==> config.mk <==
export PLATFORM = sky130hd
export DESIGN_NAME = irq_vector_ctrl
export DESIGN_NICKNAME = d
export VERILOG_FILES = /design/src/rtl/irq_vector_ctrl.sv
export SDC_FILE = /design/constraint.sdc
export NUM_CORES = 1
export LEC_CHECK = 0
export BUFFER_PORTS_ARGS = -buffer_cell sky130_fd_sc_hd__buf_2
export CAP_MARGIN = 20
export CORE_ASPECT_RATIO = 0.6
export CORE_MARGIN = 2
export CORE_UTILIZATION = 30
export CTS_BUF_LIST = sky130_fd_sc_hd__clkbuf_8
export DETAILED_ROUTE_END_ITERATION = 10
export HOLD_SLACK_MARGIN = 0.08
export PLACE_DENSITY_LB_ADDON = 0.05
export SETUP_SLACK_MARGIN = 0.15
export SKIP_LAST_GASP = 1
export SLEW_MARGIN = 20
export SYNTH_ARGS = -nofsm -noshare
export SYNTH_HDL_FRONTEND = slang
export SYNTH_SLANG_ARGS = --single-unit
==> constraint.sdc <==
create_clock -name clk -period 2.55 [get_ports clk]
set_input_delay 0 -clock clk [delete_from_list [all_inputs] [get_ports clk]]
set_output_delay 0 -clock clk [all_outputs]
set_load 0.05 [all_outputs]
==> src/rtl/irq_vector_ctrl.sv <==
module irq_vector_ctrl #(
  parameter int N      = 21,
  parameter int ADDR_W = 16,
  parameter int STRIDE = 2,
  parameter int BASE   = 0,
  localparam int VEC_W = $clog2(N)
) (
  input  logic              clk,
  input  logic              rst_n,
  input  logic [N-1:0]      irq_req,
  input  logic [N-1:0]      irq_en,
  input  logic              sei_i,
  input  logic              reti_i,
  input  logic              insn_done_i,
  output logic              take_o,
  output logic              push_ret_o,
  output logic [VEC_W-1:0]  vec_num_o,
  output logic [ADDR_W-1:0] vec_addr_o,
  output logic [N-1:0]      ack_o,
  output logic              resume_o,
  output logic              gie_o
);

  logic             gie_q;
  logic [N-1:0]     live;
  logic [VEC_W-1:0] sel;
  logic             any_live, rst_req, accept;

  assign rst_req = irq_req[0];
  assign live    = {irq_req[N-1:1] & irq_en[N-1:1], 1'b0};

  always_comb begin
    sel = '0;
    for (int i = N - 1; i >= 1; i--)
      if (live[i]) sel = VEC_W'(i);
  end

  assign any_live   = |live;
  assign accept     = rst_req | (insn_done_i & gie_q & any_live);

  assign take_o     = accept;
  assign push_ret_o = accept & ~rst_req;
  assign vec_num_o  = rst_req ? '0 : sel;
  assign vec_addr_o = ADDR_W'(BASE) + ADDR_W'(vec_num_o) * ADDR_W'(STRIDE);
  assign ack_o      = accept ? (N'(1) << vec_num_o) : '0;
  assign resume_o   = reti_i & ~accept;
  assign gie_o      = gie_q;

  always_ff @(posedge clk or negedge rst_n) begin
    if (!rst_n)               gie_q <= 1'b0;
    else if (accept)          gie_q <= 1'b0;
    else if (sei_i | reti_i)  gie_q <= 1'b1;
  end

endmodule

==> flow_metrics.env, run 1 <==
export IMPL_num_vias=1129
export IMPL_drt_iter0_drc=58
export IMPL_detail_route_antenna_nets=0
export IMPL_grt_pass1_vias=976
export IMPL_worstMarginPinSlew_ns=0.772
export IMPL_drt_total_wl_um=2580
export IMPL_globalRouteOverflowTotal=0
export IMPL_fillers=274
export IMPL_clkTransAtPathRegs_ns=0
export IMPL_core_area_um2=2470
export IMPL_endpoint_kind="output pin"
export IMPL_fin_crit_sh_pct=71.7
export IMPL_antenna_cells=0
export IMPL_async_flop_share_pct=100
export IMPL_die_h_um=43.1
export IMPL_path_max_fanout=6
export IMPL_synth_area_um2=764
export IMPL_syn_inst=120
export IMPL_worstSetupStartpoint="irq_req[10]"
export IMPL_track_usage_pct=16.1
export IMPL_ys_types=37
export IMPL_synthTopCellsByArea="buf_4 16%, nor3_1 12%, a22oi_1 7.9%"
export IMPL_report_final_slew_viol_count=0
export IMPL_yosys_area_top_type_share_pct=15.7
export IMPL_largest_reg_flops=1
export IMPL_layout_setup_ws_ns=0.721
export IMPL_io_pins=93
export IMPL_min_period_ns=1.83
export IMPL_utilization_pct=45.8
export IMPL_antenna_found_initial=0
export IMPL_max_slew_margin_rel_pct=48.5
export IMPL_power_density_nw_per_um2=248
export IMPL_fin_skew_ns=0
export IMPL_final_common_cell="buf_2"
export IMPL_min_delay_start="sei_i"
export IMPL_dp_slack_ns=0.731
export IMPL_die_w_um=69.2
export IMPL_start_kind="primary input"
export IMPL_avgSynthCellArea_um2=6.37
export IMPL_drive_above_1_share_pct=44.0
export IMPL_synth_seq_cells=1
export IMPL_areaGrowthSynthToFinish_pct=48.0
export IMPL_nets=240
export IMPL_grt_max_degree=16
export IMPL_via_per_inst=5.06
export IMPL_ys_flop_type="dfrtp_1"
export IMPL_drc_errors=0
export IMPL_synth_top_area_cell="buf_4"
export IMPL_cellLeakagePower_nw=0.628
export IMPL_wl_per_cell_um=11.6
export IMPL_ir_drop_v=0.0000819
export IMPL_hp_class="in2reg"
export IMPL_clkLatencyLatePin_ns=0
export IMPL_cp_required_ns=2.55
export IMPL_die_area_um2=2980
export IMPL_outcome="finished, final reports clean"
export IMPL_io_buffers=80
export IMPL_grt_pass1_wl_um=4140
export IMPL_synth_warnings=0
export IMPL_cp_arrival_ns=1.83
export IMPL_initial_core_util_pct=31.0
export IMPL_globalplace_congestion=0.772
export IMPL_max_freq_ghz=0.547
export IMPL_rr_startpoint="gie_o"
export IMPL_multiInputGateArea_um2=648
export IMPL_drtPass1Iterations=4
export IMPL_synth_edf_count=0
export IMPL_rsz0062_at_grt="false"
export IMPL_setup_viol=0
export IMPL_row_count=14
export IMPL_synth_seq_area_share_pct=3.27
export IMPL_ff_latch_area_um2=25.0
export IMPL_finalSetupTns_ns=0
export IMPL_hold_violations=0
export IMPL_dp_hpwl_um=2280
export IMPL_crit_type="in2out"
export IMPL_maxCapViolCount=0
export IMPL_final_cell_mix="80 x buf_2, 18 x nor3_1, 12 x nand2_1"
## Yosys cell counts, types with 2 or more instances
master,count
buf_4,16
and2_1,3
a21oi_1,5
nor3b_1,5
nor2_1,6
a31oi_1,2
a22o_1,5
and3_1,3
nand4_1,2
a22oi_1,8
nand3_1,5
nand3b_1,2
o21ai_0,3
clkbuf_1,3
nor3_1,18
nand2_1,12
inv_1,2
## cell type report
cell class / instances / share of cell area [%]
Tap cell: 32 / 3.54
Sequential cell: 1 / 2.21
Inverter: 2 / 0.664
Timing Repair Buffer: 81 / 36.3
Multi-Input combinational cell: 107 / 57.3
## final timing paths
check	slack [ns]	depth (start not counted)	end
worst max-delay path	0.72	7	ack_o[5]
worst min-delay path	0.23	2	gie_o
worst max register to register	1.57	4	gie_o
worst min register to register	0.54	1	gie_o
max in group asynchronous	2.15	2	gie_o
min in group asynchronous	0.32	2	gie_o
## where the power goes
part / switching (mW) / total [mW] / leakage [nW] / internal (mW)
Combinational: 0.186 / 0.262 / 0.616 / 0.0762
Clock: 0 / 0 / 0 / 0
Sequential: 0.000974 / 0.0185 / 0.0124 / 0.0175
Total: 0.187 / 0.281 / 0.628 / 0.0936
## metal layers
layer  global-route usage, %  vias to the layer above  wire length [um]
met4                       0                        0                 0
li1                        -                      584                 -
met2                    26.5                       54              1090
met1                    24.6                      491              1280
met5                       0                        -                 0
met3                   0.713                        0               212
## worst max-delay path: stages
cell,delay (ns)
buf_2,0.11
a22o_1,0.24
o311ai_0,0.41
o211ai_1,0.27
nand3b_1,0.33
nor3b_2,0.19
buf_2,0.28
## timing repair
action                    4_1_cts  5_1_grt
hold buffers                    1        0
hold endpoints to repair        1        0
setup buffers                   0        0
resized for setup               0        0
## kinds of logic (layout without fill, tap and decap cells)
family          count (synthesis)  count (layout)  share of synthesized area, %
buf+inv                        22              83                          19.6
simple gates                   60              60                          41.2
flops                           1               1                          3.27
compound gates                 36              36                          35.4
other cells                     1              11                         0.491
## per-stage QoR
stage	cells	instance area (um^2)	hold slack (ns)	total power, mW
3_3_place_gp	222	1120	-0.226	0.276
6_report	223	1130	0.227	0.281
5_1_grt	223	1130	0.243	0.301
2_1_floorplan	130	823	-0.296	0.225
3_5_place_dp	222	1120	-0.222	0.279
4_1_cts	223	1130	0.236	0.281
Note: power is estimated with default switching activity, not from simulation.
==> inputs of run 2 (changes only) <==
==> constraint.sdc (replaced) <==
create_clock -name clk -period 1.55 [get_ports clk]
set_input_delay 0 -clock clk [delete_from_list [all_inputs] [get_ports clk]]
set_output_delay 0 -clock clk [all_outputs]
set_load 0.05 [all_outputs]
==> flow_metrics.env, run 2 (same netlist as run 1, synthesis figures left out) <==
export IMPL_grt_max_degree=10
export IMPL_die_area_um2=2980
export IMPL_globalplace_congestion=0.883
export IMPL_layout_setup_ws_ns=-0.189
export IMPL_hp_class="in2reg"
export IMPL_antenna_cells=0
export IMPL_endpoint_kind="output pin"
export IMPL_clkLatencyLatePin_ns=0
export IMPL_fin_crit_sh_pct=112
export IMPL_crit_type="in2out"
export IMPL_cp_required_ns=1.55
export IMPL_grt_pass1_vias=1510
export IMPL_violations="setup timing"
export IMPL_drt_iter0_drc=141
export IMPL_drive_above_1_share_pct=78.1
export IMPL_drt_total_wl_um=6160
export IMPL_cellLeakagePower_nw=1.10
export IMPL_stdcell_count=279
export IMPL_rr_worst_depth=5
export IMPL_grt_pass1_wl_um=7070
export IMPL_fin_area_um2=2350
export IMPL_die_w_um=69.2
export IMPL_nets=296
export IMPL_largest_reg_flops=1
export IMPL_drc_errors=0
export IMPL_drtPass1Iterations=4
export IMPL_maxCapViolCount=0
export IMPL_report_final_slew_viol_count=0
export IMPL_max_freq_ghz=0.575
export IMPL_path_max_fanout=5
export IMPL_outcome="finished with violations"
export IMPL_final_common_cell="buf_6"
export IMPL_hold_depth=2
export IMPL_fillers=66
export IMPL_row_count=14
export IMPL_dpl_cell_count=260
export IMPL_start_kind="primary input"
export IMPL_fin_skew_ns=0
export IMPL_r2r_end="gie_o"
export IMPL_antenna_found_initial=0
export IMPL_worstMarginPinSlew_ns=0.517
export IMPL_via_per_inst=6.33
export IMPL_hold_violations=0
export IMPL_rsz0062_at_grt="true"
export IMPL_globalRouteOverflowTotal=0
export IMPL_rr_startpoint="gie_o"
export IMPL_placed_cell_area_um2=1740
export IMPL_cp_arrival_ns=1.74
export IMPL_max_slew_margin_rel_pct=65.5
export IMPL_num_vias=1766
export IMPL_setup_viol=23
export IMPL_finalPower_mw=0.954
export IMPL_io_buffers=80
export IMPL_die_h_um=43.1
export IMPL_dp_hpwl_um=2970
export IMPL_core_area_um2=2470
export IMPL_ir_drop_v=0.000325
export IMPL_detail_route_antenna_nets=0
export IMPL_io_pins=93
export IMPL_initial_core_util_pct=31.0
export IMPL_track_usage_pct=29.3
export IMPL_wl_per_cell_um=22.1
export IMPL_hold_path_endpoint="gie_o"
export IMPL_min_delay_start="sei_i"
export IMPL_clkTransAtPathRegs_ns=0
export IMPL_r2r_setup_slack_ns=0.43
export IMPL_min_period_ns=1.74
export IMPL_final_cell_mix="50 x buf_6, 41 x buf_2, 38 x buf_4"
export IMPL_utilization_pct=95.0
export IMPL_power_density_nw_per_um2=407
export IMPL_areaGrowthSynthToFinish_pct=207
-- run 2: cell types whose count changed in the layout (fill, tap and decap cells not counted), sizes merged --
cell,change
buf,+54
a211o,+1
bufbuf,+1
-- run 2: worst max path at each step --
stage                     slack [ns]         from   endpoint  depth (start not counted)
after global placement         -0.28   irq_req[2]  ack_o[17]                          7
after floorplan                -0.20   irq_req[2]  ack_o[17]                          5
after detailed placement       -0.36  irq_req[10]   ack_o[7]                          8
after CTS                      -0.17    irq_en[2]   ack_o[7]                          9
after global routing           -0.34    irq_en[4]   ack_o[9]                         10
final                          -0.19   irq_req[3]   ack_o[6]                          9
-- run 2: per-layer routing --
layer	vias up	GRT usage, %	routed length [um]
met1	783	32.8	2050
met3	62	2.61	696
met5	-	0	0
met2	210	61.2	2870
li1	711	-	-
met4	0	5.10	534
-- run 2: worst max-delay path, cell delays in order --
cell      delay [ns]
buf_2           0.12
a222oi_1        0.30
buf_4           0.19
nor2b_4         0.14
o211ai_1        0.17
nand3b_1        0.25
buf_6           0.16
nor3_4          0.21
buf_6           0.18
-- run 2: area by class of cell --
| type | count | area [um^2] | area share (%) |
|---|---|---|---|
| Sequential cell | 1 | 26.3 | 1.12 |
| Inverter | 2 | 10.0 | 0.427 |
| Multi-Input combinational cell | 108 | 1090 | 46.4 |
| Tap cell | 32 | 40.0 | 1.71 |
| Timing Repair Buffer | 136 | 1180 | 50.3 |
-- run 2: power by group --
part	internal, mW	switching, mW	total, mW
clock network	0	0	0
logic	0.389	0.533	0.922
registers	0.0292	0.00279	0.0320
total	0.419	0.536	0.954
-- run 2: per-stage QoR --
stage / hold WS, ns / worst slack (ns) / setup TNS [ns]
finish: 0.224 / -0.189 / -2.53
global route: 0.249 / -0.343 / -4.81
CTS: 0.227 / -0.171 / -1.51
detailed placement: -0.221 / -0.356 / -4.99
global placement: -0.225 / -0.279 / -3.76
floorplan: -0.296 / -0.201 / -2.06
-- run 2: repair_timing --
| action | CTS | global route |
|---|---|---|
| setup buffers | 4 | 12 |
| setup endpoints to repair | 32 | 32 |
| cloned | 2 | 0 |
| resized for setup | 77 | 42 |
| hold buffers | 1 | 0 |
| pin swaps | 12 | 19 |
| endpoints found under the hold margin | 1 | 0 |
==> inputs of run 3 (changes only) <==
--- a/config.mk
+++ b/config.mk
@@ -5,11 +5,12 @@
 export SDC_FILE = /design/constraint.sdc
 export NUM_CORES = 1
 export LEC_CHECK = 0
+export ABC_AREA = 1
 export BUFFER_PORTS_ARGS = -buffer_cell sky130_fd_sc_hd__buf_2
 export CAP_MARGIN = 20
 export CORE_ASPECT_RATIO = 0.6
 export CORE_MARGIN = 2
-export CORE_UTILIZATION = 30
+export CORE_UTILIZATION = 29
 export CTS_BUF_LIST = sky130_fd_sc_hd__clkbuf_8
 export DETAILED_ROUTE_END_ITERATION = 10
 export HOLD_SLACK_MARGIN = 0.08
==> flow_metrics.env, run 3 <==
export IMPL_globalRouteOverflowTotal=0
export IMPL_fin_crit_sh_pct=114
export IMPL_crit_top_cell="buf_4"
export IMPL_die_area_um2=2890
export IMPL_drc_errors=0
export IMPL_cp_required_ns=1.55
export IMPL_avgSynthCellArea_um2=5.19
export IMPL_hold_violations=0
export IMPL_endpoint_kind="output pin"
export IMPL_crit_family="simple AND/OR/NAND/NOR gates"
export IMPL_drtPass1Iterations=4
export IMPL_violations="setup timing"
export IMPL_p_switching_mw=0.447
export IMPL_async_flop_share_pct=100
export IMPL_initial_core_util_pct=31.9
export IMPL_synth_warnings=0
export IMPL_maxCapViolCount=0
export IMPL_start_kind="primary input"
export IMPL_antenna_found_initial=0
export IMPL_finalPower_mw=0.724
export IMPL_synth_seq_area_share_pct=3.50
export IMPL_synth_area_um2=716
export IMPL_rr_startpoint="gie_o"
export IMPL_power_share_clock_pct=0
export IMPL_fin_skew_ns=0
export IMPL_yosys_area_top_type_share_pct=27.8
export IMPL_ir_drop_v=0.000248
export IMPL_hp_class="in2reg"
export IMPL_setup_viol=22
export IMPL_cp_arrival_ns=1.76
export IMPL_critical_path_max_stage_delay_ns=0.22
export IMPL_final_common_cell="buf_2"
export IMPL_io_buffers=80
export IMPL_drt_total_wl_um=3880
export IMPL_power_density_nw_per_um2=380
export IMPL_utilization_pct=84.9
export IMPL_final_cell_mix="45 x buf_2, 37 x nand2_1, 22 x nor2_4, 22 x buf_6, 17 x buf_8"
export IMPL_drt_iter0_drc=46
export IMPL_synth_seq_cells=1
export IMPL_drive_above_1_share_pct=71.7
export IMPL_synth_top_area_cell="nand2_1"
export IMPL_areaGrowthSynthToFinish_pct=166
export IMPL_ys_flop_type="dfrtp_1"
export IMPL_die_w_um=68.1
export IMPL_path_max_fanout=7
export IMPL_synth_common_cells="53 x nand2_1, 32 x nor2_1, 16 x buf_4, 6 x inv_1"
export IMPL_via_per_inst=4.92
export IMPL_clkLatencyLatePin_ns=0
export IMPL_fillers=120
export IMPL_syn_inst=138
export IMPL_synthTopCellsByArea="nand2_1 28%, buf_4 17%, nor2_1 17%"
export IMPL_clkTransAtPathRegs_ns=0
export IMPL_hold_slack_ns=0.313
export IMPL_die_h_um=42.5
export IMPL_dp_hpwl_um=2310
export IMPL_outcome="finished with violations"
export IMPL_grt_pass1_wl_um=5780
export IMPL_power_frac_seq_pct=4.3
export IMPL_intPower_mw=0.277
export IMPL_track_usage_pct=26.1
export IMPL_synth_most_common_cell="nand2_1"
export IMPL_min_delay_start="sei_i"
export IMPL_antenna_cells=0
export IMPL_max_freq_ghz=0.567
export IMPL_nets=279
export IMPL_synth_edf_count=0
export IMPL_crit_type="in2out"
export IMPL_io_pins=93
export IMPL_core_area_um2=2240
export IMPL_num_vias=1279
export IMPL_fin_area_um2=1910
export IMPL_globalplace_congestion=0.703
export IMPL_grt_max_degree=9
export IMPL_cp_cell_sequence="buf_6, nand2_4, nand2_2, inv_2, buf_4, buf_4, nand4_1, nand3_1, clkinvlp_4, nor2_1, buf_4, nand2_8, nor2_4, buf_6"
export IMPL_worstSetupStartpoint="irq_en[17]"
export IMPL_min_period_ns=1.76
export IMPL_slowest_stage="nand3_1"
export IMPL_ys_types=21
export IMPL_detail_route_antenna_nets=0
export IMPL_p_comb_share_pct=95.7
export IMPL_worst_path_buf_inv=7
export IMPL_finalSetupTns_ns=-2.75
export IMPL_p_sw_share_pct=61.8
export IMPL_row_count=13
export IMPL_wl_per_cell_um=14.9
export IMPL_rsz0062_at_grt="true"
export IMPL_largest_reg_flops=1
export IMPL_placed_cell_area_um2=1500
export IMPL_layout_setup_ws_ns=-0.213
export IMPL_cellLeakagePower_nw=0.928
export IMPL_report_final_slew_viol_count=0
export IMPL_grt_pass1_vias=1228
==> run 3: cell count changes after synthesis, sizes merged, moves of 5 or more <==
cell and change:
a22o -5, nor2 +26, nand2 +46, inv +8, nor3 -15, a22oi -8, nor3b -5
==> run 3: layer usage <==
metal	global-route usage, %	wire length [um]	vias up
met4	8.40	131	0
met2	50.3	2000	86
met1	29.3	1420	581
met5	0	0	-
li1	-	-	594
met3	2.69	337	18
==> run 3: tightest hold or removal path, delay by kind of cell <==
family / cells / cell delay [ns]
simple gates: 2 / 0.18
buf+inv: 1 / 0.08
==> run 3: layout make-up <==
class | count | area (um^2) | area share, %
multi-input combinational | 120 | 942 | 49.4
timing repair buffer | 99 | 843 | 44.3
inverter | 10 | 56.3 | 2.95
tap | 30 | 37.5 | 1.97
sequential | 1 | 26.3 | 1.38
==> run 3: worst paths after layout <==
check,to,slack [ns],cells after the start
max in group asynchronous,gie_o,1.10,2
min in group asynchronous,gie_o,0.35,2
hold / removal,gie_o,0.31,3
setup / recovery,ack_o[1],-0.21,14
hold reg to reg,gie_o,0.62,2
setup reg to reg,gie_o,0.57,5
==> run 3: logic make-up (layout without fill, tap and decap cells) <==
| group | Yosys count | count (layout) | share of synthesized area (%) |
|---|---|---|---|
| compound gates | 5 | 5 | 4.37 |
| simple gates | 104 | 104 | 69.1 |
| flops | 1 | 1 | 3.50 |
| other cells | 1 | 11 | 0.524 |
| buf+inv | 27 | 109 | 22.6 |
==> run 3: power groups by stage <==
stage	clock network, mW	logic, mW	registers [mW]
floorplan	0	0.430	0.0387
finish	0	0.693	0.0315
global route	0	0.733	0.0315
CTS	0	0.650	0.0311
detailed placement	0	0.571	0.0311
global placement	0	0.562	0.0309
==> run 3: through the flow <==
stage	setup slack [ns]	instances
after floorplan	0.0157	148
after detailed placement	-0.245	255
after global routing	-0.318	260
after global placement	-0.221	255
final	-0.213	260
after CTS	-0.101	260
==> run 3: what timing repair did <==
action	CTS	global route
gates resized for setup	81	20
setup endpoints to repair	28	30
pin swaps	28	4
hold buffers	1	0
hold endpoints to repair	1	0
setup buffers	4	0
